### config.mk
export PLATFORM = sky130hd
export DESIGN_NAME = sport_csr_unit
export DESIGN_NICKNAME = d
export VERILOG_FILES = /design/src/rtl/sport_pkg.sv /design/src/rtl/sport_fifo.sv /design/src/rtl/sport_irq.sv /design/src/rtl/sport_csr_unit.sv
export SDC_FILE = /design/constraint.sdc
export NUM_CORES = 1
export LEC_CHECK = 0
export ABC_AREA = 0
export ABC_CLOCK_PERIOD_IN_PS = 4600
export BUFFER_PORTS_ARGS = -buffer_cell sky130_fd_sc_hd__clkbuf_2
export CAP_MARGIN = 20
export CORE_ASPECT_RATIO = 0.6
export CORE_MARGIN = 2
export CORE_UTILIZATION = 28
export DETAILED_ROUTE_END_ITERATION = 10
export GPL_ROUTABILITY_DRIVEN = 0
export SLEW_MARGIN = 20
export SYNTH_ARGS = -nofsm -noshare
export SYNTH_HDL_FRONTEND = slang
export SYNTH_SLANG_ARGS = --single-unit
### constraint.sdc
create_clock -name clk -period 4.6 [get_ports clk]
set_input_delay 0.23 -clock clk [delete_from_list [all_inputs] [get_ports clk]]
set_output_delay 0.23 -clock clk [all_outputs]
set_load 0.05 [all_outputs]
### src/rtl/sport_pkg.sv
package sport_pkg;

  localparam int DW   = 8;
  localparam int AW   = 5;
  localparam int THRW = 3;
  localparam int NIRQ = 2;
  localparam int IRQ_TX = 0;
  localparam int IRQ_RX = 1;

  typedef enum logic [AW-1:0] {
    REG_PORT_EN  = 5'h00,
    REG_CTRL     = 5'h01,
    REG_LSTAT    = 5'h02,
    REG_LCFG     = 5'h03,
    REG_DATA     = 5'h04,
    REG_BAUD_LO  = 5'h08,
    REG_BAUD_HI  = 5'h09,
    REG_FSTAT    = 5'h0a,
    REG_FCFG     = 5'h0b,
    REG_FLAG_CLR = 5'h1c,
    REG_FLAG_SET = 5'h1d,
    REG_IEN      = 5'h1e,
    REG_ISTAT    = 5'h1f
  } reg_addr_e;

  // Receive level in bytes: half the queue plus the programmed field.
  function automatic int rx_level(int depth, int thr);
    return depth / 2 + thr;
  endfunction

  function automatic logic [DW-1:0] fifo_status(logic rx_empty, logic rx_over,
                                                logic tx_full, logic tx_low);
    return {tx_low, 2'b00, tx_full, rx_over, rx_empty, 2'b00};
  endfunction

  function automatic logic [DW-1:0] line_status(logic tx_empty, logic ovr,
                                                logic frm, logic par);
    return {1'b0, tx_empty, 3'b000, ovr, frm, par};
  endfunction

endpackage

### src/rtl/sport_fifo.sv
module sport_fifo #(
  parameter int WIDTH = 8,
  parameter int DEPTH = 16
) (
  input  logic                         clk,
  input  logic                         rst_n,
  input  logic                         flush,
  input  logic                         push,
  input  logic [WIDTH-1:0]             wdata,
  input  logic                         pop,
  output logic [WIDTH-1:0]             rdata,
  output logic [$clog2(DEPTH+1)-1:0]   count,
  output logic                         full,
  output logic                         empty
);
  localparam int PW = $clog2(DEPTH);
  localparam int CW = $clog2(DEPTH + 1);

  logic [WIDTH-1:0] mem [DEPTH];
  logic [PW-1:0]    wp, rp;
  logic             do_push, do_pop;

  assign full    = (count == CW'(DEPTH));
  assign empty   = (count == '0);
  assign do_push = push & ~full;
  assign do_pop  = pop & ~empty;
  assign rdata   = mem[rp];

  always_ff @(posedge clk or negedge rst_n) begin
    if (!rst_n) begin
      wp    <= '0;
      rp    <= '0;
      count <= '0;
    end else if (flush) begin
      wp    <= '0;
      rp    <= '0;
      count <= '0;
    end else begin
      if (do_push) wp <= wp + 1'b1;
      if (do_pop)  rp <= rp + 1'b1;
      count <= count + CW'(do_push) - CW'(do_pop);
    end
  end

  always_ff @(posedge clk) begin
    if (do_push && !flush) mem[wp] <= wdata;
  end

  // a push into a full queue leaves the fill untouched
  assert_no_overflow_R3: assert property (@(posedge clk) disable iff (!rst_n)
    (push && full && !pop && !flush) |=> (count == $past(count)));

  // a pop from an empty queue leaves it empty
  assert_no_underflow_R2: assert property (@(posedge clk) disable iff (!rst_n)
    (pop && empty && !push && !flush) |=> empty);

endmodule

### src/rtl/sport_irq.sv
module sport_irq #(
  parameter int N = 2
) (
  input  logic         clk,
  input  logic         rst_n,
  input  logic [N-1:0] cond,
  input  logic [N-1:0] set_req,
  input  logic [N-1:0] clr_req,
  input  logic [N-1:0] en,
  output logic [N-1:0] flags,
  output logic         irq
);
  logic [N-1:0] raise;

  assign raise = set_req | cond;
  assign irq   = |(flags & en);

  always_ff @(posedge clk or negedge rst_n) begin
    if (!rst_n) flags <= '0;
    else        flags <= (flags & ~clr_req) | raise;
  end

  // a raise in the same cycle as a clear wins
  assert_raise_wins_R7: assert property (@(posedge clk) disable iff (!rst_n)
    (|raise) |=> ((flags & $past(raise)) == $past(raise)));

  // a clear with no raise drops the flag
  assert_clear_takes_R7: assert property (@(posedge clk) disable iff (!rst_n)
    (|(clr_req & ~raise)) |=> ((flags & $past(clr_req & ~raise)) == '0));

endmodule

### src/rtl/sport_csr_unit.sv
module sport_csr_unit
  import sport_pkg::*;
#(
  parameter int DEPTH = 16
) (
  input  logic          clk,
  input  logic          rst_n,
  input  logic          bus_sel,
  input  logic          bus_we,
  input  logic [AW-1:0] bus_addr,
  input  logic [DW-1:0] bus_wdata,
  output logic [DW-1:0] bus_rdata,
  output logic          irq,
  output logic [DW-1:0] tx_data,
  output logic          tx_valid,
  input  logic          tx_take,
  input  logic [DW-1:0] rx_data,
  input  logic          rx_load,
  input  logic          rx_parity_err,
  input  logic          rx_frame_err,
  output logic          rx_on,
  output logic          tx_on,
  output logic [DW-1:0] line_cfg,
  output logic [15:0]   baud_div
);
  localparam int CW = $clog2(DEPTH + 1);

  // configuration state
  logic            port_en, ctl_rx, ctl_tx;
  logic [DW-1:0]   baud_lo, baud_hi;
  logic [THRW-1:0] fcfg_thr;
  logic            fcfg_rxm, fcfg_txm;
  logic [NIRQ-1:0] ien;
  logic            err_par, err_frm, err_ovr;

  // named internal events
  logic            wr, rd, soft_rst;
  logic            tx_push, tx_pop, rx_push, rx_pop;
  logic [DW-1:0]   rx_head;
  logic [CW-1:0]   tx_cnt, rx_cnt;
  logic            tx_full, tx_empty, rx_full, rx_empty;
  logic [CW:0]     rx_lvl;
  logic            rx_over, tx_low;
  logic [NIRQ-1:0] irq_cond, set_req, clr_req, irq_flags;

  assign wr       = bus_sel & bus_we;
  assign rd       = bus_sel & ~bus_we;
  assign soft_rst = wr && (bus_addr == REG_CTRL) && bus_wdata[2];
  assign tx_push  = wr && (bus_addr == REG_DATA);
  assign rx_pop   = rd && (bus_addr == REG_DATA);
  assign rx_on    = port_en & ctl_rx;
  assign tx_on    = port_en & ctl_tx;
  assign rx_push  = rx_load & rx_on;
  assign tx_pop   = tx_take & tx_on;
  assign tx_valid = tx_on & ~tx_empty;
  assign baud_div = {baud_hi, baud_lo};

  assign rx_lvl  = (CW+1)'(rx_level(DEPTH, int'(fcfg_thr)));
  assign rx_over = ({1'b0, rx_cnt} > rx_lvl);
  assign tx_low  = (tx_cnt <= CW'(DEPTH / 2));

  assign irq_cond[IRQ_TX] = port_en & ~tx_full;
  assign irq_cond[IRQ_RX] = port_en & rx_over;
  assign set_req = (wr && bus_addr == REG_FLAG_SET) ? bus_wdata[NIRQ-1:0] : '0;
  assign clr_req = (wr && bus_addr == REG_FLAG_CLR) ? bus_wdata[NIRQ-1:0] : '0;

  sport_fifo #(.WIDTH(DW), .DEPTH(DEPTH)) u_tx_fifo (
    .clk(clk), .rst_n(rst_n), .flush(soft_rst),
    .push(tx_push), .wdata(bus_wdata), .pop(tx_pop), .rdata(tx_data),
    .count(tx_cnt), .full(tx_full), .empty(tx_empty));

  sport_fifo #(.WIDTH(DW), .DEPTH(DEPTH)) u_rx_fifo (
    .clk(clk), .rst_n(rst_n), .flush(soft_rst),
    .push(rx_push), .wdata(rx_data), .pop(rx_pop), .rdata(rx_head),
    .count(rx_cnt), .full(rx_full), .empty(rx_empty));

  sport_irq #(.N(NIRQ)) u_irq (
    .clk(clk), .rst_n(rst_n), .cond(irq_cond), .set_req(set_req),
    .clr_req(clr_req), .en(ien), .flags(irq_flags), .irq(irq));

  always_ff @(posedge clk or negedge rst_n) begin
    if (!rst_n) begin
      port_en  <= 1'b0;
      ctl_rx   <= 1'b0;
      ctl_tx   <= 1'b0;
      line_cfg <= '0;
      baud_lo  <= '0;
      baud_hi  <= '0;
      fcfg_thr <= '0;
      fcfg_rxm <= 1'b0;
      fcfg_txm <= 1'b0;
      ien      <= '0;
    end else if (wr) begin
      case (bus_addr)
        REG_PORT_EN: port_en <= bus_wdata[0];
        REG_CTRL:    {ctl_tx, ctl_rx} <= bus_wdata[1:0];
        REG_LCFG:    line_cfg <= bus_wdata;
        REG_BAUD_LO: baud_lo <= bus_wdata;
        REG_BAUD_HI: baud_hi <= bus_wdata;
        REG_FCFG: begin
          fcfg_thr <= bus_wdata[THRW-1:0];
          fcfg_rxm <= bus_wdata[3];
          fcfg_txm <= bus_wdata[7];
        end
        REG_IEN:     ien <= bus_wdata[NIRQ-1:0];
        default: ;
      endcase
    end
  end

  always_ff @(posedge clk or negedge rst_n) begin
    if (!rst_n) begin
      err_par <= 1'b0;
      err_frm <= 1'b0;
      err_ovr <= 1'b0;
    end else if (soft_rst) begin
      err_par <= 1'b0;
      err_frm <= 1'b0;
      err_ovr <= 1'b0;
    end else begin
      if (rx_push && rx_parity_err) err_par <= 1'b1;
      if (rx_push && rx_frame_err)  err_frm <= 1'b1;
      if (rx_push && rx_full)       err_ovr <= 1'b1;
    end
  end

  always_comb begin
    bus_rdata = '0;
    case (bus_addr)
      REG_PORT_EN:  bus_rdata = {7'b0, port_en};
      REG_CTRL:     bus_rdata = {6'b0, ctl_tx, ctl_rx};
      REG_LSTAT:    bus_rdata = line_status(tx_empty, err_ovr, err_frm, err_par);
      REG_LCFG:     bus_rdata = line_cfg;
      REG_DATA:     bus_rdata = rx_empty ? '0 : rx_head;
      REG_BAUD_LO:  bus_rdata = baud_lo;
      REG_BAUD_HI:  bus_rdata = baud_hi;
      REG_FSTAT:    bus_rdata = fifo_status(rx_empty, rx_over, tx_full, tx_low);
      REG_FCFG:     bus_rdata = {fcfg_txm, 3'b000, fcfg_rxm, fcfg_thr};
      REG_IEN:      bus_rdata = {{(DW-NIRQ){1'b0}}, ien};
      REG_ISTAT:    bus_rdata = {{(DW-NIRQ){1'b0}}, irq_flags};
      default:      bus_rdata = '0;
    endcase
  end

  // soft reset leaves both queues empty and the errors clear
  assert_soft_reset_R9: assert property (@(posedge clk) disable iff (!rst_n)
    soft_rst |=> (rx_empty && tx_empty && !err_par && !err_frm && !err_ovr));

  // receive fill above the level raises the receive flag
  assert_rx_level_R5: assert property (@(posedge clk) disable iff (!rst_n)
    (port_en && rx_over) |=> irq_flags[IRQ_RX]);

  // room in the transmit queue raises the transmit flag
  assert_tx_room_R6: assert property (@(posedge clk) disable iff (!rst_n)
    (port_en && !tx_full) |=> irq_flags[IRQ_TX]);

  // a disabled port takes nothing from the frame engine
  assert_port_gate_R10: assert property (@(posedge clk) disable iff (!rst_n)
    (!port_en && !rx_pop && !soft_rst) |=> (rx_cnt == $past(rx_cnt)));

  // a load into a full receive queue records an overrun
  assert_overrun_R3: assert property (@(posedge clk) disable iff (!rst_n)
    (rx_push && rx_full && !soft_rst) |=> err_ovr);

endmodule

==> flow_metrics.env <==
export IMPL_worstMarginPinSlew_ps=1117
export IMPL_vias=7226
export IMPL_stdcell_count=1520
export IMPL_yosys_area_share_adder_pct=2.852
export IMPL_die_w_um=289.4
export IMPL_cap_violations=0
export IMPL_end_kind="primary output"
export IMPL_die_h_um=175.3
export IMPL_p_leak_nw=5.649
export IMPL_start_util_pct=28.50
export IMPL_synth_compound_area_share_pct=2.734
export IMPL_synth_seq_area_share_pct=68.06
export IMPL_syn_avg_cell_area_um2=17.75
export IMPL_p_seq_share_pct=41.8
export IMPL_dr_pass1_iters=5
export IMPL_drt_iter0_markers=618
export IMPL_start_kind="register"
export IMPL_total_power_mw=8.416
export IMPL_finalSetupViolations=0
export IMPL_vdd_ir_drop_max_mv=0.2247
export IMPL_synthFlopType="edfxtp_1"
export IMPL_drcViolationCount=0
export IMPL_areaGrowthSynthToFinish_pct=16.61
export IMPL_cts_made_buffers=36
export IMPL_p_switching_mw=2.457
export IMPL_cts_resized_gates=0
export IMPL_syn_inst=771
export IMPL_clk_pin_slew_ps=60
export IMPL_p_int_mw=5.960
export IMPL_drive_gt1_share_pct=28.41
export IMPL_grt_pass1_wl_um=48940
export IMPL_path_class="register to primary output"
export IMPL_cts_htree_levels=2
export IMPL_wirelength_um=32940
export IMPL_synth_simple_area_share_pct=6.290
export IMPL_skew_ps=18.25
export IMPL_tns_ps=0
export IMPL_required_ps=4370
export IMPL_diodes=0
export IMPL_min_period_over_period_pct=70.73
export IMPL_antenna_found_initial=0
export IMPL_dp_cells=1455
export IMPL_ys_types=64
export IMPL_synth_ff_latch_count=321
export IMPL_synth_xor_area_share_pct=0.8960
export IMPL_synth_async_reset_ratio_pct=20.25
export IMPL_p_sw_share_pct=29.19
export IMPL_hold_ws_ps=43.25
export IMPL_cts_hold_buf=1
export IMPL_grt_ovfl_total=0
export IMPL_relSlewSlack_pct=25.56
export IMPL_dp_hpwl_um=22890
export IMPL_core_area_um2=48020
export IMPL_grt_total_usage_pct=13.03
export IMPL_timing_fmax_mhz=307.4
export IMPL_viasPerCell=4.754
export IMPL_ys_warn_count=0
export IMPL_grt_max_degree=66
export IMPL_powerDensity_nw_per_um2=527.4
export IMPL_cts_tree="done"
export IMPL_synth_edf_count=256
export IMPL_place_ws_ps=1474
export IMPL_ant_nets=0
export IMPL_clockBufferDepth=3
export IMPL_clock_sinks=321
export IMPL_p_clk_share_pct=34.8
export IMPL_syn_nets=830
export IMPL_status="complete, no violations"
export IMPL_ioPinCount=73
export IMPL_power_frac_comb_pct=23.4
export IMPL_clk_insertion_delay_late_ps=510
export IMPL_root_buffer="clkbuf_16"
export IMPL_grt_pass1_vias=7365
export IMPL_synth_top_family_by_area="multiplexers"
export IMPL_final_nets=913
export IMPL_slew_viol_final=0
export IMPL_rsz0062_at_grt="false"
export IMPL_period_minus_slack_ps=3254
export IMPL_wl_per_cell_um=21.67
export IMPL_worst_slack_ps=1346
export IMPL_rows=62
export IMPL_muxShareOfSynthArea_pct=17.01
export IMPL_hold_viol=0
export IMPL_numPortBuffers=72
export IMPL_cts_setup_buffers=0
export IMPL_cp_max_fo=22
export IMPL_worstPathArrival_ps=3020
export IMPL_dieArea_um2=50720
export IMPL_synth_cell_area_um2=13690
export IMPL_hp_class="primary input to register"
==> worst max-delay path, stage by stage (launching register included) <==
cell,delay (ps)
dfrtp_2,870
mux4_2,600
mux2i_1,180
nor2_1,60
or4_1,530
clkbuf_2,260
==> path summary, 6_finish.rpt <==
kind / start / to / slack (ps) / depth (start not counted)
hold / removal: rx_parity_err / err_par$_DFFE_PN0P_ / 40 / 3
setup / recovery: u_rx_fifo.rp[0]$_DFFE_PN0P_ / bus_rdata[7] / 1350 / 5
hold reg to reg: err_ovr$_DFFE_PN0P_ / err_ovr$_DFFE_PN0P_ / 500 / 2
min in group asynchronous: rst_n / u_rx_fifo.rp[3]$_DFFE_PN0P_ / 420 / 2
max in group asynchronous: rst_n / u_tx_fifo.rp[0]$_DFFE_PN0P_ / 3550 / 2
setup reg to reg: u_tx_fifo.count[2]$_DFF_PN0_ / u_tx_fifo.count[4]$_DFF_PN0_ / 1460 / 13
==> synthesized netlist by cell type, types with 3 or more instances <==
cell | instances | area, um2
mux2_2 | 35 | 394.1
and2_1 | 27 | 168.9
xor2_1 | 7 | 61.31
o22ai_1 | 8 | 50.05
ha_1 | 28 | 350.3
mux2i_1 | 29 | 290.3
nand2_1 | 17 | 63.81
buf_1 | 4 | 15.01
inv_1 | 37 | 138.9
dfrtp_1 | 65 | 1627
buf_2 | 14 | 70.07
nand2b_1 | 5 | 31.28
or3_1 | 3 | 18.77
o21ai_0 | 6 | 30.03
o221ai_1 | 3 | 26.28
nor3_1 | 7 | 35.03
xnor2_1 | 7 | 61.31
edfxtp_1 | 256 | 7687
mux4_2 | 73 | 1644
nor2_1 | 34 | 127.6
nand3_1 | 7 | 35.03
a21oi_1 | 14 | 70.07
and3_1 | 6 | 37.54
nor2b_1 | 6 | 37.54
nand4_1 | 6 | 37.54
clkbuf_1 | 12 | 45.04
==> flip-flops by register name (all words and copies together), names as in the netlist, 2 cells and up <==
register	count
ien	2
u_tx_fifo.mem	128
u_tx_fifo.wp	4
u_tx_fifo.rp	4
baud_lo	8
u_rx_fifo.rp	4
u_rx_fifo.count	5
u_tx_fifo.count	5
fcfg_thr	3
u_rx_fifo.wp	4
line_cfg	8
u_irq.flags	2
baud_hi	8
u_rx_fifo.mem	128
==> layout make-up <==
class | instances | area (um2)
Tap cell | 640 | 800.8
Sequential cell | 321 | 9316
Multi-Input combinational cell | 380 | 4076
Clock inverter | 17 | 232.7
Timing Repair Buffer | 78 | 410.4
Fill cell | 4521 | 32060
Clock buffer | 47 | 983.4
Inverter | 37 | 138.9
==> metrics by stage <==
stage / util [%] / instance area (um2)
final: 33.24 / 15960
after detailed placement: 30.68 / 14730
after CTS: 33.24 / 15960
after floorplan: - / 13690
after global routing: 33.24 / 15960
after global placement: 30.68 / 14730
==> placed cells by master (no fill, tap or decap), types with 7 or more instances in the layout <==
master	synthesis	layout
inv_1	37	37
edfxtp_1	256	256
dfrtp_1	65	63
mux4_2	73	73
xor2_1	7	7
clkbuf_2	0	71
mux2_2	35	35
nor2_1	34	34
a21oi_1	14	14
clkbuf_16	0	37
and2_1	27	27
xnor2_1	7	7
clkbuf_1	12	8
mux2i_1	29	29
o22ai_1	8	8
ha_1	28	28
nand3_1	7	7
clkinv_1	0	8
nor3_1	7	7
nand2_1	17	17
==> power by group through the flow <==
stage	logic [mW]	clock network [mW]	registers, mW
finish	1.97	2.93	3.51
global route	2.11	3.10	3.55
CTS	1.99	2.99	3.52
detailed placement	1.98	0	3.58
global placement	1.96	0	3.57
floorplan	1.45	0	3.53
==> layer usage <==
metal | GRT usage (%) | part of all wire, %
met1 | 19.78 | 48
met2 | 19.24 | 45
met3 | 2.558 | 5.9
met4 | 2.835 | 1.5
met5 | 0 | 0
==> cells by family (layout without fill, tap and decap cells) <==
logic type	count (synthesis)	count (layout)
flops	321	321
simple gates	144	144
mux	137	137
buf+inv	70	179
compound gates	55	55
fa+ha+maj	30	30
xor+xnor	14	14
Note: power is estimated with default switching activity, not from simulation.
